==> src/rtl/pkt_pkg.sv <==
// Package: shared state encoding and link codes for the sample packetizer.
package pkt_pkg;
    typedef enum logic [1:0] {ST_IDLE, ST_MARK, ST_DATA} seq_state_t;
    localparam logic LINK_USB  = 1'b0;
    localparam logic LINK_UART = 1'b1;
endpackage

==> src/rtl/pkt_sequencer.sv <==
// pkt_sequencer: accepts one sample, holds it, and steps through the
// marker slot (analog only) and the data slots in order.
// Assumes: DATA_W is a multiple of NIB_W and gives at most 7 slots.
module pkt_sequencer
    import pkt_pkg::*;
#(
    parameter int DATA_W = 12,
    parameter int NIB_W  = 4,
    parameter int CHAN_W = 4,
    parameter int IDX_W  = 3
) (
    input  logic              clk,
    input  logic              rst_n,
    input  logic              s_valid,
    output logic              s_ready,
    input  logic              s_is_analog,
    input  logic [CHAN_W-1:0] s_chan,
    input  logic [DATA_W-1:0] s_data,
    input  logic              s_link,
    output logic [DATA_W-1:0] held_data,
    output logic              held_analog,
    output logic [CHAN_W-1:0] held_chan,
    output logic              held_link,
    output logic [IDX_W-1:0]  cur_idx,
    output logic              emit_marker,
    output logic              emit_valid,
    input  logic              emit_ready
);
    localparam int NIBBLES = DATA_W / NIB_W;
    localparam logic [IDX_W-1:0] LAST_IDX = IDX_W'(NIBBLES - 1);

    seq_state_t state_q;

    // Status outputs decoded from the state.
    always_comb begin
        s_ready     = (state_q == ST_IDLE);
        emit_valid  = (state_q != ST_IDLE);
        emit_marker = (state_q == ST_MARK);
    end

    // Capture the sample and advance through its slots.
    always_ff @(posedge clk) begin
        if (!rst_n) begin
            state_q     <= ST_IDLE;
            cur_idx     <= '0;
            held_data   <= '0;
            held_analog <= 1'b0;
            held_chan   <= '0;
            held_link   <= LINK_USB;
        end else begin
            case (state_q)
                ST_IDLE: if (s_valid) begin
                    held_data   <= s_data;
                    held_analog <= s_is_analog;
                    held_chan   <= s_chan;
                    held_link   <= s_link;
                    cur_idx     <= '0;
                    state_q     <= s_is_analog ? ST_MARK : ST_DATA;
                end
                ST_MARK: if (emit_ready) state_q <= ST_DATA;
                ST_DATA: if (emit_ready) begin
                    if (cur_idx == LAST_IDX) begin
                        cur_idx <= '0;
                        state_q <= ST_IDLE;
                    end else begin
                        cur_idx <= cur_idx + 1'b1;
                    end
                end
                default: state_q <= ST_IDLE;
            endcase
        end
    end


    busy_no_accept_chk: assert property (@(posedge clk) disable iff (!rst_n)
        emit_valid |-> !s_ready);


    idx_range_chk: assert property (@(posedge clk) disable iff (!rst_n)
        (state_q == ST_DATA) |-> (cur_idx <= LAST_IDX && cur_idx != '1));


    idx_step_chk: assert property (@(posedge clk) disable iff (!rst_n)
        (state_q == ST_DATA && emit_ready && cur_idx != LAST_IDX)
        |=> (cur_idx == $past(cur_idx) + 1'b1));


    marker_first_chk: assert property (@(posedge clk) disable iff (!rst_n)
        (s_valid && s_ready && s_is_analog) |=> emit_marker);


    reset_state_chk: assert property (@(posedge clk) disable iff (!rst_n)
        !$past(rst_n) |-> (s_ready && !emit_valid && cur_idx == '0));
endmodule

==> src/rtl/pkt_byte_fmt.sv <==
// pkt_byte_fmt: builds the output byte from the held sample and slot.
// Marker: all-ones upper field plus channel. Data: flag, index, slice.
// Assumes: the slot index never reaches the all-ones value.
module pkt_byte_fmt #(
    parameter int DATA_W = 12,
    parameter int NIB_W  = 4,
    parameter int CHAN_W = 4,
    parameter int IDX_W  = 3
) (
    input  logic [DATA_W-1:0]        data,
    input  logic                     analog,
    input  logic [CHAN_W-1:0]        chan,
    input  logic [IDX_W-1:0]         idx,
    input  logic                     marker,
    output logic [IDX_W+NIB_W:0]     pkt
);
    localparam int NIBBLES = DATA_W / NIB_W;

    logic [NIB_W-1:0] nib;

    // Select the slice for the current index, most significant first.
    always_comb begin
        nib = '0;
        for (int k = 0; k < NIBBLES; k++) begin
            if (idx == IDX_W'(k)) nib = data[(NIBBLES-1-k)*NIB_W +: NIB_W];
        end
    end

    // Assemble either a marker or a data byte.
    always_comb begin
        if (marker) pkt = {{(IDX_W+1){1'b1}}, NIB_W'(chan)};
        else        pkt = {analog, idx, nib};
    end
endmodule

==> src/rtl/pkt_link_mux.sv <==
// pkt_link_mux: routes the byte stream to the link chosen for the
// current sample and returns that link's ready.
// Assumes: link is held constant for a whole sample.
module pkt_link_mux
    import pkt_pkg::*;
#(
    parameter int BYTE_W = 8
) (
    input  logic              clk,
    input  logic              rst_n,
    input  logic              link,
    input  logic              in_valid,
    input  logic [BYTE_W-1:0] in_byte,
    output logic              in_ready,
    output logic              usb_valid,
    input  logic              usb_ready,
    output logic [BYTE_W-1:0] usb_byte,
    output logic              uart_valid,
    input  logic              uart_ready,
    output logic [BYTE_W-1:0] uart_byte
);
    // Gate valids by the chosen link and return its ready.
    always_comb begin
        usb_valid  = in_valid && (link == LINK_USB);
        uart_valid = in_valid && (link == LINK_UART);
        usb_byte   = in_byte;
        uart_byte  = in_byte;
        in_ready   = (link == LINK_UART) ? uart_ready : usb_ready;
    end


    usb_hold_chk: assert property (@(posedge clk) disable iff (!rst_n)
        (usb_valid && !usb_ready) |=> (usb_valid && $stable(usb_byte)));


    uart_hold_chk: assert property (@(posedge clk) disable iff (!rst_n)
        (uart_valid && !uart_ready) |=> (uart_valid && $stable(uart_byte)));


    link_stick_chk: assert property (@(posedge clk) disable iff (!rst_n)
        (usb_valid && !usb_ready) |=> !uart_valid);


    one_link_chk: assert property (@(posedge clk) disable iff (!rst_n)
        $onehot0({usb_valid, uart_valid}));
endmodule

==> src/rtl/samp_packetizer.sv <==
// samp_packetizer: top level. Sample handshake in, byte stream out to
// one of two links. Assumes a byte of exactly 1 + IDX_W + NIB_W bits.
module samp_packetizer #(
    parameter int DATA_W = 12,
    parameter int NIB_W  = 4,
    parameter int CHAN_W = 4,
    parameter int IDX_W  = 3
) (
    input  logic              clk,
    input  logic              rst_n,
    input  logic              smp_valid,
    output logic              smp_ready,
    input  logic              smp_analog,
    input  logic [CHAN_W-1:0] smp_chan,
    input  logic [DATA_W-1:0] smp_data,
    input  logic              link_sel,
    output logic              usb_valid,
    input  logic              usb_ready,
    output logic [7:0]        usb_byte,
    output logic              uart_valid,
    input  logic              uart_ready,
    output logic [7:0]        uart_byte
);
    localparam int BYTE_W = 1 + IDX_W + NIB_W;

    logic [DATA_W-1:0] held_data;
    logic              held_analog;
    logic [CHAN_W-1:0] held_chan;
    logic              held_link;
    logic [IDX_W-1:0]  cur_idx;
    logic              emit_marker;
    logic              emit_valid;
    logic              emit_ready;
    logic [BYTE_W-1:0] pkt;

    pkt_sequencer #(.DATA_W(DATA_W), .NIB_W(NIB_W), .CHAN_W(CHAN_W), .IDX_W(IDX_W)) u_seq (
        .clk(clk), .rst_n(rst_n),
        .s_valid(smp_valid), .s_ready(smp_ready), .s_is_analog(smp_analog),
        .s_chan(smp_chan), .s_data(smp_data), .s_link(link_sel),
        .held_data(held_data), .held_analog(held_analog), .held_chan(held_chan),
        .held_link(held_link), .cur_idx(cur_idx), .emit_marker(emit_marker),
        .emit_valid(emit_valid), .emit_ready(emit_ready)
    );

    pkt_byte_fmt #(.DATA_W(DATA_W), .NIB_W(NIB_W), .CHAN_W(CHAN_W), .IDX_W(IDX_W)) u_fmt (
        .data(held_data), .analog(held_analog), .chan(held_chan),
        .idx(cur_idx), .marker(emit_marker), .pkt(pkt)
    );

    pkt_link_mux #(.BYTE_W(BYTE_W)) u_mux (
        .clk(clk), .rst_n(rst_n), .link(held_link),
        .in_valid(emit_valid), .in_byte(pkt), .in_ready(emit_ready),
        .usb_valid(usb_valid), .usb_ready(usb_ready), .usb_byte(usb_byte),
        .uart_valid(uart_valid), .uart_ready(uart_ready), .uart_byte(uart_byte)
    );


    data_flag_chk: assert property (@(posedge clk) disable iff (!rst_n)
        (emit_valid && !emit_marker) |-> (pkt[BYTE_W-1] == held_analog));
endmodule

==> config.mk <==
export PLATFORM = sky130hd
export DESIGN_NAME = samp_packetizer
export DESIGN_NICKNAME = d
export VERILOG_FILES = /design/src/rtl/pkt_pkg.sv /design/src/rtl/pkt_sequencer.sv /design/src/rtl/pkt_byte_fmt.sv /design/src/rtl/pkt_link_mux.sv /design/src/rtl/samp_packetizer.sv
export SDC_FILE = /design/constraint.sdc
export NUM_CORES = 1
export LEC_CHECK = 0
export BUFFER_PORTS_ARGS = -buffer_cell sky130_fd_sc_hd__buf_2
export CORE_MARGIN = 2
export CORE_UTILIZATION = 50
export DETAILED_ROUTE_END_ITERATION = 12
export PLACE_DENSITY = 0.8
export SLEW_MARGIN = 10
export SYNTH_ARGS = -nofsm -noshare
export SYNTH_HDL_FRONTEND = slang
export SYNTH_SLANG_ARGS = --single-unit
==> constraint.sdc <==
create_clock -name clk -period 2.5 [get_ports clk]
set_clock_uncertainty 0.1 [all_clocks]
set_input_delay 0.25 -clock clk [delete_from_list [all_inputs] [get_ports clk]]
set_output_delay 0.25 -clock clk [all_outputs]
set_load 0.05 [all_outputs]
==> results.toml, run 1 <==
[layout]
multi_input_area_um2 = 582
layout_commonest_cell = "buf_2"
fin_nets = 198
fill_cells = 209
most-common-layout-cells = "41 x buf_2, 39 x nand2_1, 23 x dfxtp_1, 19 x a21oi_1, 6 x mux2i_1"
fin_area_um2 = 1340
drive_above_1_share_pct = 30.5
diodes = 0
ff_latch_area_um2 = 460
syn_to_final_growth_pct = 14.0

[pwr]
power_switching_uw = 301
clkPwrFrac_pct = 20.4
combPwrFrac_pct = 30.1
power_density_nw_per_um2 = 619
p_seq_share_pct = 49.4
internal_power_uw = 525
vdd.ir_drop.worst_v = 0.000323
swShare_pct = 36.4
leakagePower_uw = 0.000606

[global_route]
grt_max_degree = 21
gr-total-overflow = 0
grt_pass1_vias = 1001
grt_usage_pct = 19.7
antenna_found_initial = 0
grt_pass1_wl_um = 4040

[setup_path]
critPathBufInv = 2
crit_path_max_fanout = 10
cp-start-kind = "flop"
critPathTopFamily = "flip-flops"
crit_type = "flop to output pin"
worst_ep_arrival_time_ns = 1.87
max_stage_delay_ns = 0.53
crit_slowest_cell = "dfxtp_1"
end_kind = "output pin"
required_ns = 2.15
path_cells = "nor2b_1 -> buf_4 -> nor2_1 -> a22o_1 -> buf_2"

[sta]
fmax_ghz = 0.451
setup_tns_ns = 0
min_period_ns = 2.22
max_slew_margin_pct = 52.4
final.period_utilization_pct = 88.7
setup_viol = 0
rsz0062_at_grt = "false"
hold_viol = 0
tightest_slew_ns = 0.713
maxSlewViolCount = 0

[placed_design]
dpl_cell_area_um2 = 1310
dp_hpwl_um = 1870
portBuffers = 41
place_congestion = 0.787

[synthesis]
netlist_area_um2 = 1170
postSynthCellCount = 145
synth-seq-area-share_pct = 39.3
synth_nets = 168
avgSynthCellArea_um2 = 8.08
synth.distinct_cells = 30
yosys_warnings = 0
ys_seq_elements = 23

[clock_tree]
cts_resized = 0
cts-root-buf = "clkbuf_4"
htreeDepth = 1
clk_latency_ns = 0.31
ctsLongestPathBuffers = 2
clock_sink_count = 23
cts_setup_buffers = 0
cts_tree = "built"
cts.clk_slew.worst_paths_ns = 0.12
cts-buffers-inserted = 3
cts_hold_buffers = 0

[routing]
vias = 1064
wl_um = 2460
wl_met2_um = 1260
drc = 0
antenna_left = 0
wl_per_cell_um = 12.2
detail_route.iter0.violations = 16
highest_layer = "met4"
route.met3.wl_um = 118
viasPerCell = 5.27
dr.pass1.iters = 4
met1_length_um = 1050

[die]
die_w_um = 52.4
die_height_um = 52.4
die-area_um2 = 2750
io_pins = 42
row_count = 17
start_util_pct = 52.9
core_um2 = 2210

[worst_hold_path]
hold_path_class = "input pin to flop"

[run]
cap_viol_max_count = 0

[run_status]
status = "completed"
power by group through the flow:
stage	Combinational (uW)	Sequential, uW	Clock (uW)
after global routing	270	411	185
after CTS	250	408	171
after detailed placement	250	417	0
final	249	408	169
after floorplan	217	407	0
after global placement	245	415	0
Yosys cell counts:
library cell / n / share of area [%]
inv_1: 3 / 0.96
mux2i_1: 6 / 5.1
nand3b_1: 1 / 0.64
dfxtp_1: 23 / 39
nand2_1: 39 / 12
nor3b_4: 1 / 1.6
a32o_1: 1 / 0.85
a211oi_1: 1 / 0.64
nand4b_1: 1 / 0.75
buf_2: 4 / 1.7
nand2b_1: 1 / 0.53
nor2b_1: 4 / 2.1
o2bb2ai_1: 4 / 3.0
a21bo_2: 1 / 0.85
or2_2: 3 / 1.6
o221a_2: 1 / 0.96
and3_1: 1 / 0.53
a221oi_1: 1 / 0.75
a21oi_1: 19 / 8.1
buf_4: 10 / 6.4
o31ai_1: 1 / 0.64
o21ai_0: 2 / 0.85
and2_1: 1 / 0.53
or3b_1: 1 / 0.75
a211o_1: 1 / 0.75
clkbuf_1: 3 / 0.96
buf_6: 1 / 0.96
mux2_2: 1 / 0.96
a22o_1: 4 / 3.0
nor2_1: 5 / 1.6
worst reg2reg max path: stages (launching register included):
cell and delay, ns:
dfxtp_1 0.42, nor3b_4 0.65, nand2_1 0.19, a21oi_1 0.17
through the flow:
| stage | total power, uW | hold slack [ns] | instances | setup slack, ns | util, % |
|---|---|---|---|---|---|
| finish | 826 | 0.0648 | 202 | 0.283 | 60.4 |
| global route | 866 | 0.0559 | 202 | 0.118 | 60.4 |
| CTS | 830 | 0.0588 | 202 | 0.283 | 60.4 |
| detailed placement | 667 | 0.355 | 198 | 0.633 | 59.2 |
| global placement | 660 | 0.339 | 198 | 0.686 | 59.2 |
| floorplan | 625 | 0.286 | 145 | 0.466 | - |
kinds of logic after synthesis:
kind of cell,synth area share [%]
AO/OA/AOI/OAI,20.4
buffers and inverters,11.0
flip-flops,39.3
multiplexers,6.09
AND/OR/NAND/NOR,23.2
per-layer routing:
| metal | vias to the layer above | track usage, % |
|---|---|---|
| li1 | 541 | - |
| met4 | 0 | 7.26 |
| met1 | 487 | 21.2 |
| met5 | - | 0 |
| met3 | 4 | 4.00 |
| met2 | 32 | 37.1 |
registers in the layout, summed over array words and instances (netlist names):
name	count
u_seq.state_q	2
u_seq.held_link	1
u_seq.held_analog	1
u_seq.held_chan	4
u_seq.held_data	12
u_seq.cur_idx	3
cell type report:
| type | count | share of cell area [%] |
|---|---|---|
| sequential | 23 | 34.5 |
| inverter | 3 | 0.843 |
| tap | 28 | 2.62 |
| timing repair buffer | 43 | 16.5 |
| clock buffer | 4 | 1.97 |
| multi-input combinational | 101 | 43.6 |
path summary, 6_finish.rpt:
check,from,to,slack (ns),depth (start not counted)
max,u_seq.state_q[1],uart_byte[2],0.28,5
min,smp_data[5],u_seq.held_data[5],0.06,3
max reg2reg,u_seq.state_q[1],u_seq.held_analog,0.89,3
min reg2reg,u_seq.held_chan[0],u_seq.held_chan[0],0.37,2
Power figures use the tool's default switching activity.
==> inputs of run 2 (changes only) <==
--- a/config.mk
+++ b/config.mk
@@ -7,9 +7,9 @@
 export LEC_CHECK = 0
 export BUFFER_PORTS_ARGS = -buffer_cell sky130_fd_sc_hd__buf_2
 export CORE_MARGIN = 2
-export CORE_UTILIZATION = 50
+export CORE_UTILIZATION = 43
 export DETAILED_ROUTE_END_ITERATION = 12
-export PLACE_DENSITY = 0.8
+export PLACE_DENSITY = 0.73
 export SLEW_MARGIN = 10
 export SYNTH_ARGS = -nofsm -noshare
 export SYNTH_HDL_FRONTEND = slang
==> constraint.sdc (replaced) <==
create_clock -name clk -period 1.8 [get_ports clk]
set_clock_uncertainty 0.1 [all_clocks]
set_input_delay 0.18 -clock clk [delete_from_list [all_inputs] [get_ports clk]]
set_output_delay 0.18 -clock clk [all_outputs]
set_load 0.05 [all_outputs]
==> results.toml, run 2 (synthesis gave the netlist of run 1 again) <==
[routing]
dr.pass1.iters = 4
detail_route.iter0.violations = 22
drc = 0
viasPerCell = 5.21
wl_per_cell_um = 13.0
wl_um = 2910
antenna_left = 0
vias = 1166

[setup_path]
r2r-start = "u_seq.state_q[1]"
max_stage_delay_ns = 0.43
end_kind = "output pin"
r2r_slack_ns = 0.31
setup.worst_path.start = "u_seq.cur_idx[1]"
crit_slowest_cell = "dfxtp_4"
required_ns = 1.52
critPathBufInv = 1
critPathTopFamily = "flip-flops"
cp-start-kind = "flop"
worst_ep_arrival_time_ns = 1.49
crit_path_max_fanout = 7
path_cells = "mux2i_1 -> o2bb2ai_1 -> a22o_2 -> buf_4"
crit_type = "flop to output pin"

[global_route]
grt_max_degree = 21
grt_pass1_vias = 1058
gr-total-overflow = 0
grt_pass1_wl_um = 4550
antenna_found_initial = 0
grt_usage_pct = 18.2

[placed_design]
dp_hpwl_um = 1870
place_congestion = 0.798
portBuffers = 41
pre_cts_ws_ns = 0.150
dpl_cell_area_um2 = 1340

[layout]
fin_area_um2 = 1590
largest_reg_flops = 12
fill_cells = 236
top_regs = "u_seq.held_data (12), u_seq.held_chan (4), u_seq.cur_idx (3)"
max_flop_register = "u_seq.held_data"
most-common-layout-cells = "39 x nand2_1, 29 x buf_2, 21 x dfxtp_1, 19 x a21oi_1, 16 x dlygate4sd3_1"
drive_above_1_share_pct = 35.1
fin_nets = 218
syn_to_final_growth_pct = 36.1
diodes = 0
layout_commonest_cell = "nand2_1"

[worst_hold_path]
hp-start = "smp_chan[0]"
hold_path_class = "input pin to flop"

[sta]
rsz0062_at_grt = "true"
tightest_slew_ns = 0.617
maxSlewViolCount = 0
setup_viol = 0
final.period_utilization_pct = 98.2
max_slew_margin_pct = 58.8
fmax_ghz = 0.566
final.setup.worst_slack_ns = 0.0321
min_period_ns = 1.77
hold_viol = 0

[die]
start_util_pct = 46.4
die-area_um2 = 3160
die_height_um = 56.2
row_count = 18
die_w_um = 56.2
io_pins = 42
core_um2 = 2520

[clock_tree]
clk_latency_ns = 0.31
cts-root-buf = "clkbuf_4"
cts_tree = "built"
htreeDepth = 1
cts-buffers-inserted = 3
cts.clk_slew.worst_paths_ns = 0.13
clock_sink_count = 23
ctsLongestPathBuffers = 2

[pwr]
leakagePower_uw = 0.000705
power_density_nw_per_um2 = 766
vdd.ir_drop.worst_v = 0.000516

[run_status]
status = "completed"

[run]
cap_viol_max_count = 0
run 2: cell types whose count changed in the layout (fill, tap and decap cells not counted), moves of 4 or more:
cell | before | now
a22o_1 | 4 | 0
dlygate4sd3_1 | 0 | 16
a22o_2 | 0 | 4
buf_6 | 0 | 4
buf_4 | 2 | 14
buf_2 | 41 | 29
run 2: power breakdown:
group	internal (uW)	switching, uW	leakage, uW	total, uW
combinational	152	262	0.000498	415
sequential	541	20.5	0.000190	561
clock	83.1	162	0.0000177	245
run 2: through the flow:
step / util (%) / hold WS (ns) / instances / total power, uW / TNS (ns)
6_report: 63.2 / 0.00543 / 224 / 1220 / 0
4_1_cts: 61.3 / 0.000979 / 224 / 1200 / 0
5_1_grt: 63.2 / 0.00510 / 224 / 1280 / -0.0881
3_5_place_dp: 53.2 / 0.326 / 203 / 936 / 0
3_3_place_gp: 53.2 / 0.321 / 203 / 930 / 0
2_1_floorplan: - / 0.216 / 145 / 871 / 0
run 2: worst paths after layout:
kind,to,depth (start not counted)
max,usb_byte[0],4
min,u_seq.held_chan[0],3
max reg2reg,u_seq.held_chan[3],3
min reg2reg,u_seq.held_analog,2
run 2: layout make-up:
cell class / count / area, um^2 / share of cell area, %
clock buffers: 3 / 22.5 / 1.41
clock inverters: 1 / 5.00 / 0.314
inverters: 3 / 11.3 / 0.706
multi-input cells: 101 / 597 / 37.4
flip-flops and latches: 23 / 465 / 29.2
well taps: 30 / 37.5 / 2.35
repair buffers: 63 / 455 / 28.6
run 2: timing repair:
action,4_1_cts,5_1_grt
hold endpoints to repair,16,0
gates resized for setup,4,30
hold buffers,16,0
endpoints found under the setup margin,8,14
buffers inserted,1,0
run 2: worst min-delay path: cells and delay by family:
kind	cells	cell delay, ns
compound gates	1	0.06
buf+inv	1	0.09
simple gates	1	0.04
run 2: layer usage:
metal  GRT usage, %  share of wire, %  vias up
met5              0                 0        -
met2           33.1                53       42
met3           2.33               5.7        4
li1               -                 -      583
met4           7.14               1.2        0
met1           21.2                40      537
